==> config.mk <==
export PLATFORM = sky130hd
export DESIGN_NAME = nand_cmd_seq
export DESIGN_NICKNAME = d
export VERILOG_FILES = /design/src/rtl/nand_seq_pkg.sv /design/src/rtl/nand_bus_cycle.sv /design/src/rtl/nand_addr_fmt.sv /design/src/rtl/nand_cmd_seq.sv
export SDC_FILE = /design/constraint.sdc
export NUM_CORES = 1
export LEC_CHECK = 0
export BUFFER_PORTS_ARGS = -buffer_cell sky130_fd_sc_hd__buf_2
export CORE_MARGIN = 10
export CORE_UTILIZATION = 42
export DETAILED_ROUTE_END_ITERATION = 7
export PLACE_DENSITY_LB_ADDON = 0.08
export REMOVE_ABC_BUFFERS = 1
export SLEW_MARGIN = 10
export SYNTH_ARGS = -nofsm -noshare
export SYNTH_HDL_FRONTEND = slang
export SYNTH_SLANG_ARGS = --single-unit
export TNS_END_PERCENT = 30
==> constraint.sdc <==
create_clock -name clk -period 3.5 [get_ports clk]
set_input_delay 0.7 -clock clk [delete_from_list [all_inputs] [get_ports clk]]
set_output_delay 0.7 -clock clk [all_outputs]
set_load 0.005 [all_outputs]
==> src/rtl/nand_seq_pkg.sv <==
// Shared types and constants of the NAND command sequencer.
// Assumes an 8-bit device bus and a 23-bit byte address.
package nand_seq_pkg;

    localparam int NF_ADDR_W = 23;

    // Host operation codes
    typedef enum logic [2:0] {
        OP_PROG     = 3'd0,
        OP_RD_LO    = 3'd1,
        OP_RD_HI    = 3'd2,
        OP_RD_SPARE = 3'd3,
        OP_ERASE    = 3'd4,
        OP_RD_ID    = 3'd5,
        OP_RESET    = 3'd6,
        OP_STATUS   = 3'd7
    } nf_op_e;

    // Sequencer states
    typedef enum logic [3:0] {
        ST_IDLE, ST_CMD1, ST_ADDR, ST_WDATA, ST_CMD2,
        ST_WAIT, ST_SCMD, ST_RDATA, ST_FINISH
    } seq_st_e;

    // Device command bytes
    localparam logic [7:0] CB_PROG    = 8'h80;
    localparam logic [7:0] CB_PCONF   = 8'h10;
    localparam logic [7:0] CB_RD_LO   = 8'h00;
    localparam logic [7:0] CB_RD_HI   = 8'h01;
    localparam logic [7:0] CB_RD_SPR  = 8'h50;
    localparam logic [7:0] CB_ERASE   = 8'h60;
    localparam logic [7:0] CB_ECONF   = 8'hD0;
    localparam logic [7:0] CB_ID      = 8'h90;
    localparam logic [7:0] CB_RESET   = 8'hFF;
    localparam logic [7:0] CB_STATUS  = 8'h70;

    // True for operations that end with a status check
    function automatic logic op_checks(nf_op_e op);
        return (op == OP_PROG) || (op == OP_ERASE);
    endfunction

    // True for operations allowed while the device is busy
    function automatic logic op_busy_ok(nf_op_e op);
        return (op == OP_RESET) || (op == OP_STATUS);
    endfunction

endpackage

==> src/rtl/nand_bus_cycle.sv <==
// One device bus cycle: a write strobe (command, address or data byte)
// or a read strobe that captures one byte. Low and high times come from
// run-time configuration, each clamped to at least MIN_PW clocks.
// Assumes the caller holds CLE/ALE steady for the whole cycle.
module nand_bus_cycle #(
    parameter int PW_W   = 4,
    parameter int MIN_PW = 2
) (
    input  logic            clk,
    input  logic            rst_n,
    input  logic            start,
    input  logic            is_read,
    input  logic [7:0]      wbyte,
    input  logic [PW_W-1:0] we_lo,
    input  logic [PW_W-1:0] we_hi,
    input  logic [PW_W-1:0] re_lo,
    input  logic [PW_W-1:0] re_hi,
    input  logic [7:0]      io_in,
    output logic            we_n,
    output logic            re_n,
    output logic [7:0]      io_out,
    output logic            io_oe,
    output logic            busy,
    output logic            done,
    output logic [7:0]      rd_byte
);
    localparam logic [PW_W-1:0] MIN_L = PW_W'(MIN_PW);

    typedef enum logic [1:0] {PH_IDLE, PH_LOW, PH_HIGH} ph_e;

    ph_e             ph_q;
    logic            rd_q;
    logic [PW_W-1:0] cnt_q;
    logic [7:0]      out_q;
    logic [7:0]      cap_q;

    function automatic logic [PW_W-1:0] clamp(logic [PW_W-1:0] v);
        return (v < MIN_L) ? MIN_L : v;
    endfunction

    // Phase counter: low phase then high phase, capture on read
    always_ff @(posedge clk) begin
        if (!rst_n) begin
            ph_q  <= PH_IDLE;
            rd_q  <= 1'b0;
            cnt_q <= '0;
            out_q <= '0;
            cap_q <= '0;
        end else begin
            unique case (ph_q)
                PH_IDLE: if (start) begin
                    ph_q  <= PH_LOW;
                    rd_q  <= is_read;
                    cnt_q <= (is_read ? clamp(re_lo) : clamp(we_lo)) - 1'b1;
                    if (!is_read) out_q <= wbyte;
                end
                PH_LOW: if (cnt_q == '0) begin
                    ph_q  <= PH_HIGH;
                    cnt_q <= (rd_q ? clamp(re_hi) : clamp(we_hi)) - 1'b1;
                    if (rd_q) cap_q <= io_in;
                end else begin
                    cnt_q <= cnt_q - 1'b1;
                end
                PH_HIGH: if (cnt_q == '0) ph_q <= PH_IDLE;
                         else cnt_q <= cnt_q - 1'b1;
                default: ph_q <= PH_IDLE;
            endcase
        end
    end

    // Strobe and bus-drive decode from the phase
    always_comb begin
        we_n    = !(ph_q == PH_LOW && !rd_q);
        re_n    = !(ph_q == PH_LOW && rd_q);
        io_oe   = (ph_q != PH_IDLE) && !rd_q;
        busy    = (ph_q != PH_IDLE);
        done    = (ph_q == PH_HIGH) && (cnt_q == '0);
        io_out  = out_q;
        rd_byte = cap_q;
    end


    we_min_low_chk: assert property (@(posedge clk) disable iff (!rst_n)
        $rose(we_n) |-> !$past(we_n, 2));

    re_min_low_chk: assert property (@(posedge clk) disable iff (!rst_n)
        $rose(re_n) |-> !$past(re_n, 2));

    no_drive_on_read_chk: assert property (@(posedge clk) disable iff (!rst_n)
        !re_n |-> !io_oe);

endmodule

==> src/rtl/nand_addr_fmt.sv <==
// Per-operation formatting: command bytes, which address bytes go out,
// the byte selected by the address index, and the effective data count
// (program data limited to the room left in the page).
// Purely combinational; assumes op/addr/count are held by the caller.
module nand_addr_fmt
    import nand_seq_pkg::*;
#(
    parameter int CNT_W      = 10,
    parameter int PAGE_BYTES = 528
) (
    input  nf_op_e                op,
    input  logic [NF_ADDR_W-1:0]  addr,
    input  logic [CNT_W-1:0]      count,
    input  logic [1:0]            idx,
    output logic [7:0]            addr_byte,
    output logic [7:0]            cmd1,
    output logic [7:0]            cmd2,
    output logic                  has_addr,
    output logic [1:0]            first_idx,
    output logic [1:0]            last_idx,
    output logic [CNT_W-1:0]      eff_count
);
    localparam logic [CNT_W-1:0] PAGE_L = CNT_W'(PAGE_BYTES);

    logic [CNT_W-1:0] room;

    // Command bytes per operation
    always_comb begin
        unique case (op)
            OP_PROG:     cmd1 = CB_PROG;
            OP_RD_LO:    cmd1 = CB_RD_LO;
            OP_RD_HI:    cmd1 = CB_RD_HI;
            OP_RD_SPARE: cmd1 = CB_RD_SPR;
            OP_ERASE:    cmd1 = CB_ERASE;
            OP_RD_ID:    cmd1 = CB_ID;
            OP_RESET:    cmd1 = CB_RESET;
            default:     cmd1 = CB_STATUS;
        endcase
        cmd2 = (op == OP_ERASE) ? CB_ECONF : CB_PCONF;
    end

    // Address byte range and byte select (A8 skipped)
    always_comb begin
        has_addr  = !op_busy_ok(op);
        first_idx = (op == OP_ERASE) ? 2'd1 : 2'd0;
        last_idx  = (op == OP_RD_ID) ? 2'd0 : 2'd2;
        if (op == OP_RD_ID) begin
            addr_byte = 8'h00;
        end else begin
            unique case (idx)
                2'd0:    addr_byte = addr[7:0];
                2'd1:    addr_byte = addr[16:9];
                default: addr_byte = {2'b00, addr[22:17]};
            endcase
        end
    end

    // Effective byte count: program limited to the page remainder
    always_comb begin
        room = PAGE_L - CNT_W'({addr[8], addr[7:0]});
        unique case (op)
            OP_PROG:   eff_count = (count > room) ? room : count;
            OP_STATUS: eff_count = CNT_W'(1);
            default:   eff_count = count;
        endcase
    end

endmodule

==> src/rtl/nand_cmd_seq.sv <==
// NAND flash command sequencer top. Accepts one host operation at a time,
// sequences command / address / data cycles over the shared 8-bit bus,
// waits on ready/busy, checks status after program and erase.
// Assumes wr_data holds the next byte until wr_ack, and that nf_rb is
// synchronous to clk.
module nand_cmd_seq
    import nand_seq_pkg::*;
#(
    parameter int CNT_W      = 10,
    parameter int PW_W       = 4,
    parameter int PAGE_BYTES = 528,
    parameter int WB_CYC     = 4
) (
    input  logic                  clk,
    input  logic                  rst_n,
    input  logic                  req_valid,
    input  logic [2:0]            req_op,
    input  logic [NF_ADDR_W-1:0]  req_addr,
    input  logic [CNT_W-1:0]      req_count,
    output logic                  req_ready,
    output logic                  req_reject,
    input  logic [7:0]            wr_data,
    output logic                  wr_ack,
    output logic [7:0]            rd_data,
    output logic                  rd_valid,
    output logic                  op_done,
    output logic                  op_fail,
    input  logic [PW_W-1:0]       cfg_we_lo,
    input  logic [PW_W-1:0]       cfg_we_hi,
    input  logic [PW_W-1:0]       cfg_re_lo,
    input  logic [PW_W-1:0]       cfg_re_hi,
    output logic                  nf_ce_n,
    output logic                  nf_cle,
    output logic                  nf_ale,
    output logic                  nf_we_n,
    output logic                  nf_re_n,
    output logic [7:0]            nf_io_out,
    output logic                  nf_io_oe,
    input  logic [7:0]            nf_io_in,
    input  logic                  nf_rb
);
    localparam int WB_W = $clog2(WB_CYC + 1);
    localparam logic [WB_W-1:0] WB_L = WB_W'(WB_CYC);
    localparam logic [CNT_W-1:0] ONE = CNT_W'(1);

    seq_st_e               st_q;
    nf_op_e                op_q;
    logic [NF_ADDR_W-1:0]  addr_q;
    logic [CNT_W-1:0]      cnt_q;
    logic [1:0]            aidx_q;
    logic                  issued_q;
    logic [WB_W-1:0]       wb_q;
    logic                  fail_q, done_q, rej_q, chk_q, wack_q;

    logic                  bus_state, cyc_go, cyc_read;
    logic [7:0]            cyc_byte;
    logic                  bc_busy, bc_done;
    logic [7:0]            bc_rd_byte;
    logic [7:0]            addr_byte, cmd1, cmd2;
    logic                  has_addr;
    logic [1:0]            first_idx, last_idx;
    logic [CNT_W-1:0]      eff_count;
    nf_op_e                req_op_e;
    logic                  accept;

    assign req_op_e = nf_op_e'(req_op);
    assign accept   = (st_q == ST_IDLE) && req_valid && (nf_rb || op_busy_ok(req_op_e));

    nand_addr_fmt #(.CNT_W(CNT_W), .PAGE_BYTES(PAGE_BYTES)) i_fmt (
        .op(op_q), .addr(addr_q), .count(cnt_q), .idx(aidx_q),
        .addr_byte(addr_byte), .cmd1(cmd1), .cmd2(cmd2), .has_addr(has_addr),
        .first_idx(first_idx), .last_idx(last_idx), .eff_count(eff_count)
    );

    nand_bus_cycle #(.PW_W(PW_W)) i_cyc (
        .clk(clk), .rst_n(rst_n), .start(cyc_go), .is_read(cyc_read),
        .wbyte(cyc_byte), .we_lo(cfg_we_lo), .we_hi(cfg_we_hi),
        .re_lo(cfg_re_lo), .re_hi(cfg_re_hi), .io_in(nf_io_in),
        .we_n(nf_we_n), .re_n(nf_re_n), .io_out(nf_io_out), .io_oe(nf_io_oe),
        .busy(bc_busy), .done(bc_done), .rd_byte(bc_rd_byte)
    );

    // Bus cycle launch and byte select for the current state
    always_comb begin
        bus_state = (st_q == ST_CMD1) || (st_q == ST_ADDR) || (st_q == ST_WDATA) ||
                    (st_q == ST_CMD2) || (st_q == ST_SCMD) || (st_q == ST_RDATA);
        cyc_go    = bus_state && !bc_busy && !issued_q;
        cyc_read  = (st_q == ST_RDATA);
        unique case (st_q)
            ST_CMD1:  cyc_byte = cmd1;
            ST_ADDR:  cyc_byte = addr_byte;
            ST_WDATA: cyc_byte = wr_data;
            ST_CMD2:  cyc_byte = cmd2;
            ST_SCMD:  cyc_byte = CB_STATUS;
            default:  cyc_byte = 8'h00;
        endcase
    end

    // Operation sequencing
    always_ff @(posedge clk) begin
        if (!rst_n) begin
            st_q     <= ST_IDLE;
            op_q     <= OP_RESET;
            addr_q   <= '0;
            cnt_q    <= '0;
            aidx_q   <= '0;
            issued_q <= 1'b0;
            wb_q     <= '0;
            fail_q   <= 1'b0;
            done_q   <= 1'b0;
            rej_q    <= 1'b0;
            chk_q    <= 1'b0;
            wack_q   <= 1'b0;
        end else begin
            done_q <= 1'b0;
            rej_q  <= 1'b0;
            wack_q <= cyc_go && (st_q == ST_WDATA);
            if (cyc_go)  issued_q <= 1'b1;
            if (bc_done) issued_q <= 1'b0;
            unique case (st_q)
                ST_IDLE: if (accept) begin
                    st_q   <= ST_CMD1;
                    op_q   <= req_op_e;
                    addr_q <= req_addr;
                    cnt_q  <= req_count;
                    chk_q  <= 1'b0;
                    if (op_checks(req_op_e)) fail_q <= 1'b0;
                end else if (req_valid) begin
                    rej_q <= 1'b1;
                end
                ST_CMD1: if (bc_done) begin
                    cnt_q <= eff_count;
                    if (has_addr) begin
                        st_q   <= ST_ADDR;
                        aidx_q <= first_idx;
                    end else if (op_q == OP_STATUS) begin
                        st_q <= ST_RDATA;
                    end else begin
                        st_q <= ST_FINISH;
                    end
                end
                ST_ADDR: if (bc_done) begin
                    if (aidx_q == last_idx) begin
                        unique case (op_q)
                            OP_PROG:  st_q <= (cnt_q == '0) ? ST_CMD2 : ST_WDATA;
                            OP_ERASE: st_q <= ST_CMD2;
                            OP_RD_ID: st_q <= (cnt_q == '0) ? ST_FINISH : ST_RDATA;
                            default: begin
                                st_q <= ST_WAIT;
                                wb_q <= WB_L;
                            end
                        endcase
                    end else begin
                        aidx_q <= aidx_q + 2'd1;
                    end
                end
                ST_WDATA: if (bc_done) begin
                    cnt_q <= cnt_q - ONE;
                    if (cnt_q == ONE) st_q <= ST_CMD2;
                end
                ST_CMD2: if (bc_done) begin
                    st_q <= ST_WAIT;
                    wb_q <= WB_L;
                end
                ST_WAIT: begin
                    if (wb_q != '0) begin
                        wb_q <= wb_q - 1'b1;
                    end else if (nf_rb) begin
                        if (op_checks(op_q)) st_q <= ST_SCMD;
                        else st_q <= (cnt_q == '0) ? ST_FINISH : ST_RDATA;
                    end
                end
                ST_SCMD: if (bc_done) begin
                    st_q  <= ST_RDATA;
                    cnt_q <= ONE;
                    chk_q <= 1'b1;
                end
                ST_RDATA: if (bc_done) begin
                    cnt_q <= cnt_q - ONE;
                    if (chk_q) fail_q <= bc_rd_byte[0];
                    if (cnt_q == ONE) st_q <= ST_FINISH;
                end
                ST_FINISH: begin
                    done_q <= 1'b1;
                    st_q   <= ST_IDLE;
                end
                default: st_q <= ST_IDLE;
            endcase
        end
    end

    // Host-side and latch-enable outputs
    always_comb begin
        req_ready  = (st_q == ST_IDLE);
        req_reject = rej_q;
        wr_ack     = wack_q;
        rd_valid   = bc_done && (st_q == ST_RDATA) && !chk_q;
        rd_data    = bc_rd_byte;
        op_done    = done_q;
        op_fail    = fail_q;
        nf_ce_n    = (st_q == ST_IDLE) || (st_q == ST_FINISH);
        nf_cle     = (st_q == ST_CMD1) || (st_q == ST_CMD2) || (st_q == ST_SCMD);
        nf_ale     = (st_q == ST_ADDR);
    end


    cle_ale_excl_chk: assert property (@(posedge clk) disable iff (!rst_n)
        !(nf_cle && nf_ale));

    busy_quiet_chk: assert property (@(posedge clk) disable iff (!rst_n)
        (st_q != ST_IDLE && !nf_rb && !op_busy_ok(op_q)) |-> (nf_we_n && nf_re_n));

    reject_when_busy_chk: assert property (@(posedge clk) disable iff (!rst_n)
        req_reject |-> !$past(nf_rb));

    ce_during_strobe_chk: assert property (@(posedge clk) disable iff (!rst_n)
        (!nf_we_n || !nf_re_n) |-> !nf_ce_n);

    idle_release_chk: assert property (@(posedge clk) disable iff (!rst_n)
        req_ready |-> !nf_io_oe);

endmodule

==> results.toml, run 1 <==
[outcome]
result_of_the_run = "finished clean"

[timing]
timing.final.hold_violations = 0
timing.final.setup_violations = 0
tightest_slew_ps = 1007
slew_violations = 0
period_minus_slack_ps = 3227
timing.slew.headroom = 0.3280
rsz_0062_raised_after_global_routing = "no"
clock_skew_ps = 3.569
fin_tns_setup_ps = 0
fin_ws_ps = 272.8
post-route-period-util = 0.9221
timing.fmax_mhz = 309.9

[power_and_ir_drop]
netSwitchingFraction = 0.4125
cellPowerDensity_nw_per_um2 = 678.9
power_switching_mw = 1.640
p_seq_frac = 0.296
p_int_mw = 2.336
power.leakage_nw = 2.390
irDropWorstVdd_v = 0.0003134
power_frac_comb = 0.458
power.clock.fraction = 0.246

[synth]
netlist.area_leader.share = 0.2959
synthesis_warning_total = 0
synthDominantAreaCellType = "dfxtp_1"
synth_enable_flop_cells = 0
synthTopCellsByCount = "89 x nand2_1, 74 x dfxtp_1, 63 x a21oi_1, 46 x nor2_1, 29 x clkbuf_1"
ys_seq_area_frac = 0.2959
synth-seq-cells = 74
synth_most_common_cell = "nand2_1"
synth.area.top_cells = "dfxtp_1 30%, nand2_1 6.7%, ha_1 6.5%"
synth_flop_cell = "dfxtp_1"
synthCells = 634
ys_types = 85
postSynthAreaPerCell_sq_um = 7.896
synthesis.area_sq_um = 5006
async_set_or_reset_register_ratio_after_synthesis = 0

[drt]
wl_per_cell_um = 17.57
post-route-drc-count = 0
ant_nets = 0
number_of_search_and_repair_iterations_in_the_first_detailed_routing_pass = 5
via_count = 4924
initialDrtViolationCount = 286
routed_wl_um = 15040
detail_route.vias_per_cell = 5.752

[finish]
final_layout_size_suffix_gt1_frac = 0.2076
antenna_diode_instance_count = 0
nNetsFinal = 806
syn2layout_area_growth_pct = 17.00

[clock_tree]
clock_sinks = 74
worst_skew_pair.late_latency_ps = 340
ctsRootBufferMaster = "clkbuf_16"
holdBufCountCts = 0
cts.clk_slew.worst_paths_ps = 60
cts-root-to-sink-buffers = 2
h-tree-depth = 3
tritoncts = "built"
tritoncts.num_buffers = 9

[placed_design]
finalWeightedCongestion = 0.8602
place_ws_ps = 244.3
post-dp-hpwl_um = 11230
placement.io_buffers = 99

[setup_path]
arrival_ps = 3490
worstSetupEndpointType = "register"
critPathRequiredTime_ps = 3770
crit_type = "reg2reg"
worstPathMaxFanout = 10
critPathLaunchType = "register"

[floorplanning]
num_rows = 39
die-height_um = 129.2
ios = 100
floorplan.core_area_sq_um = 11560
die_area_sq_um = 16690
chipWidth_um = 129.2
initial_utilization = 0.4329

[min_path]
worstHoldPathType = "reg2reg"

[global_routing]
grt_max_degree = 54
grt_pass1_wl_um = 24340
track_usage = 0.1778
grt_overflow_total = 0
grt_antenna_before_repair = 0
number_of_global_route_vias_before_repair = 4952

[run]
max_cap_viol_count = 0
[power by group through the flow]
stage	Combinational, mW	Clock [mW]	Sequential (mW)
4_1_cts	1.82	1.00	1.17
6_report	1.82	0.979	1.18
2_1_floorplan	1.27	0	1.17
3_5_place_dp	1.81	0	1.19
3_3_place_gp	1.78	0	1.19
5_1_grt	2.04	1.05	1.20
[final cells by class]
class                           instances  area [sq um]
Clock inverter                          5         61.31
Fill cell                            1152          5708
Clock buffer                           11         252.7
Sequential cell                        74          1481
Inverter                               26         102.6
Tap cell                              143         178.9
Timing Repair Buffer                  110         578.1
Multi-Input combinational cell        487          3202
[worst max-delay path, stage by stage, from the launching register on]
cell and delay, ps:
dfxtp_1 350, inv_1 70, ha_1 180, or3b_4 430, a2111oi_4 410, xor2_1 180
ha_1 260, nand4_1 120, a211oi_1 50, a2111oi_1 370, buf_4 180, o21a_1 120
buf_4 210, mux2i_1 200
[per-layer routing]
layer	GRT usage	routed length (um)
met3	0.05750	1002
met5	0	0
met1	0.2166	6738
met2	0.2980	7159
met4	0.04147	140
[worst paths after layout]
check                   from         end  slack [ps]  cells after the start
hold reg to reg   addr_q[11]  addr_q[11]         460                      2
hold / removal    addr_q[11]  addr_q[11]         460                      2
setup reg to reg   addr_q[1]    cnt_q[2]         270                     13
setup / recovery   addr_q[1]    cnt_q[2]         270                     13
[cell usage in the layout (no fill, tap or decap), types with 8 or more instances in the layout]
| cell | n |
|---|---|
| a211oi_1 | 14 |
| a21oi_1 | 63 |
| buf_2 | 99 |
| buf_4 | 11 |
| clkbuf_16 | 9 |
| dfxtp_1 | 74 |
| ha_1 | 26 |
| inv_1 | 24 |
| mux2i_1 | 24 |
| nand2_1 | 89 |
| nand2b_1 | 10 |
| nand3_1 | 8 |
| nor2_1 | 46 |
| nor3_1 | 17 |
| o21ai_0 | 23 |
| o31ai_1 | 10 |
[metrics by stage]
stage	cells	utilization	power (mW)	cell area [sq um]	hold slack [ps]
after floorplan	587	-	2.434	4785	436.0
after global placement	840	0.4792	2.962	5542	444.9
after detailed placement	840	0.4792	2.998	5542	448.7
after CTS	856	0.5063	3.993	5856	456.9
after global routing	856	0.5064	4.289	5857	485.1
final	856	0.5064	3.977	5857	458.1
[flip-flops by register name, indices dropped and copies added (netlist names)]
| signal | flops |
|---|---|
| addr_q | 23 |
| aidx_q | 2 |
| chk_q | 1 |
| cnt_q | 10 |
| i_cyc.cnt_q | 4 |
| i_cyc.io_out | 8 |
| i_cyc.ph_q | 2 |
| i_cyc.rd_byte | 8 |
| i_cyc.rd_q | 1 |
| issued_q | 1 |
| op_done | 1 |
| op_fail | 1 |
| op_q | 3 |
| req_reject | 1 |
| st_q | 4 |
| wb_q | 3 |
| wr_ack | 1 |
[what timing repair did]
action	CTS	global route
setup endpoints to repair	0	9
gates resized for setup	0	1
setup buffers	0	0
[cells by family (layout without fill, tap and decap cells)]
logic type	after synthesis	after routing	synth area share
mux	25	25	0.05024
compound gates	189	189	0.2632
fa+ha+maj	26	26	0.06498
buf+inv	73	152	0.06473
xor+xnor	13	13	0.02274
simple gates	234	234	0.2382
flops	74	74	0.2959
No activity file was read; power rests on OpenSTA's default activity.
==> inputs of run 2 (changes only) <==
==> constraint.sdc (replaced) <==
create_clock -name clk -period 3.5 [get_ports clk]
set_input_delay 0.175 -clock clk [delete_from_list [all_inputs] [get_ports clk]]
set_output_delay 0.175 -clock clk [all_outputs]
set_load 0.005 [all_outputs]
==> run 2 against run 1 <==
  * Wire length up 0.78%
  * Die area unchanged
  * Worst hold slack worse by 400 ps
  * Via count rose by 1.4%
  * Critical path type unchanged
  * Highest routed layer unchanged
==> results.toml, run 2 (same netlist as run 1, synthesis figures left out) <==
[setup_path]
worst-r2r-cell-count = 13
r2r-start = "addr_q[1]"
worstSetupEndpointType = "register"
r2r_setup_slack_ps = 280
critPathRequiredTime_ps = 3770
cp_slowest_cell = "or3b_4"
path_buf_inv = 3
arrival_ps = 3490
critPathMaxStageDelay_ps = 420
crit_type = "reg2reg"
worstPathMaxFanout = 10
rr_endpoint = "cnt_q[7]"
crit_chain = "inv_1 -> ha_1 -> or3b_4 -> a2111oi_4 -> xor2_1 -> ha_1 -> nand4_1 -> a211oi_1 -> a2111oi_2 -> buf_4 -> o21a_1 -> buf_4 -> mux2i_1"
cp_top_family = "compound AO/OA/AOI/OAI gates"
critPathLaunchType = "register"

[min_path]
timing.hold.worst_endpoint = "i_cyc.rd_byte[7]"
worstHoldPathType = "in2reg"
hp-start = "nf_io_in[7]"
worstHoldPathCells = 3

[timing]
clock_skew_ps = 7.716
timing.final.hold_violations = 0
timing.slew.headroom = 0.3443
timing.fmax_mhz = 310.5
rsz_0062_raised_after_global_routing = "no"
period_minus_slack_ps = 3220
fin_tns_setup_ps = 0
post-route-period-util = 0.9200
tightest_slew_ps = 983.6
slew_violations = 0
timing.final.setup_violations = 0

[clock_tree]
post-cts-setup-buffer-count = 0
cts-root-to-sink-buffers = 2
cts.clk_slew.worst_paths_ps = 60
h-tree-depth = 3
tritoncts = "built"
holdBufCountCts = 0
ctsRootBufferMaster = "clkbuf_16"
tritoncts.num_buffers = 9
clock_sinks = 74
worst_skew_pair.late_latency_ps = 350

[floorplanning]
die_area_sq_um = 16690
num_rows = 39
chipWidth_um = 129.2
floorplan.core_area_sq_um = 11560
die-height_um = 129.2
ios = 100
initial_utilization = 0.4329

[finish]
largestRegisters = "addr_q: 23 flops, cnt_q: 10 flops"
syn2layout_area_growth_pct = 17.07
layout.cell_area.non_filler_sq_um = 5861
nNetsFinal = 804
largest_register_ffs = 23
final_layout_size_suffix_gt1_frac = 0.2068
regMostFlops = "addr_q"
fill_cells = 1217
mostFrequentLayoutCells = "99 x buf_2, 89 x nand2_1, 74 x dfxtp_1"
antenna_diode_instance_count = 0
mostFrequentLayoutCell = "buf_2"

[drt]
ant_nets = 0
routed_wl_um = 15160
wl_per_cell_um = 17.75
detail_route.vias_per_cell = 5.847
initialDrtViolationCount = 410
via_count = 4993
post-route-drc-count = 0
number_of_search_and_repair_iterations_in_the_first_detailed_routing_pass = 5

[global_routing]
grt_max_degree = 54
grt_antenna_before_repair = 0
track_usage = 0.1843
grt_overflow_total = 0
number_of_global_route_vias_before_repair = 5049
grt_pass1_wl_um = 25100

[placed_design]
placed_cell_area_sq_um = 5527
finalWeightedCongestion = 0.8579
placement.io_buffers = 99
post-dp-hpwl_um = 11270

[power_and_ir_drop]
cellPowerDensity_nw_per_um2 = 685.8
irDropWorstVdd_v = 0.0003467
power.leakage_nw = 2.393

[outcome]
result_of_the_run = "finished clean"

[run]
max_cap_viol_count = 0
==> run 2: metrics by stage <==
step / cells / worst slack (ps) / total power [mW] / util / hold slack [ps]
after floorplan: 587 / 182.6 / 2.434 / - / 263.9
after global placement: 838 / 334.9 / 2.955 / 0.4779 / 408.3
after detailed placement: 838 / 209.4 / 2.988 / 0.4779 / 417.9
after CTS: 854 / 170.8 / 4.033 / 0.5062 / 49.65
after global routing: 854 / 29.29 / 4.334 / 0.5068 / 60.08
final: 854 / 279.9 / 4.019 / 0.5068 / 62.28
==> run 2: worst max-delay path by stage <==
stage / start / to / slack [ps] / cells after the start
after detailed placement: addr_q[1] / cnt_q[7] / 210 / 12
after floorplan: addr_q[0] / cnt_q[0] / 180 / 10
after global routing: addr_q[1] / cnt_q[8] / 30 / 13
after global placement: addr_q[1] / cnt_q[4] / 330 / 12
after CTS: addr_q[1] / cnt_q[7] / 170 / 12
final: addr_q[1] / cnt_q[7] / 280 / 13
==> run 2: power breakdown <==
| group | total [mW] | internal [mW] | switching (mW) |
|---|---|---|---|
| clock | 1.03 | 0.645 | 0.381 |
| sequential | 1.20 | 0.984 | 0.214 |
| combinational | 1.80 | 0.755 | 1.04 |
==> run 2: what timing repair did <==
item	CTS	global route
hold endpoints to repair	0	0
resized for setup	0	2
setup endpoints to repair	0	10
==> run 2: metal layers <==
metal  global-route usage  vias up  part of all wire
met4              0.05953        0             0.017
met3              0.06158       19             0.064
met1               0.2236     2381              0.44
li1                     -     2468                 -
met5                    0        -                 0
met2               0.3013      125              0.48
==> run 2: layout make-up <==
| cell class | count | area, sq um | share of cell area |
|---|---|---|---|
| timing repair buffer | 108 | 563.0 | 0.09607 |
| inverter | 26 | 102.6 | 0.01751 |
| tap | 143 | 178.9 | 0.03053 |
| clock buffer | 10 | 239.0 | 0.04078 |
| clock inverter | 6 | 88.84 | 0.01516 |
| sequential | 74 | 1481 | 0.2528 |
| multi-input combinational | 487 | 3207 | 0.5472 |
==> run 2: worst register-to-register path, delay by kind of cell, from the launching register on <==
kind                     cells  cell delay, ps
XOR/XNOR                     1             190
AO/OA/AOI/OAI                4             970
multiplexers                 1             210
flip-flops                   1             340
adder cells (fa/ha/maj)      2             450
AND/OR/NAND/NOR              2             540
buffers and inverters        3             450
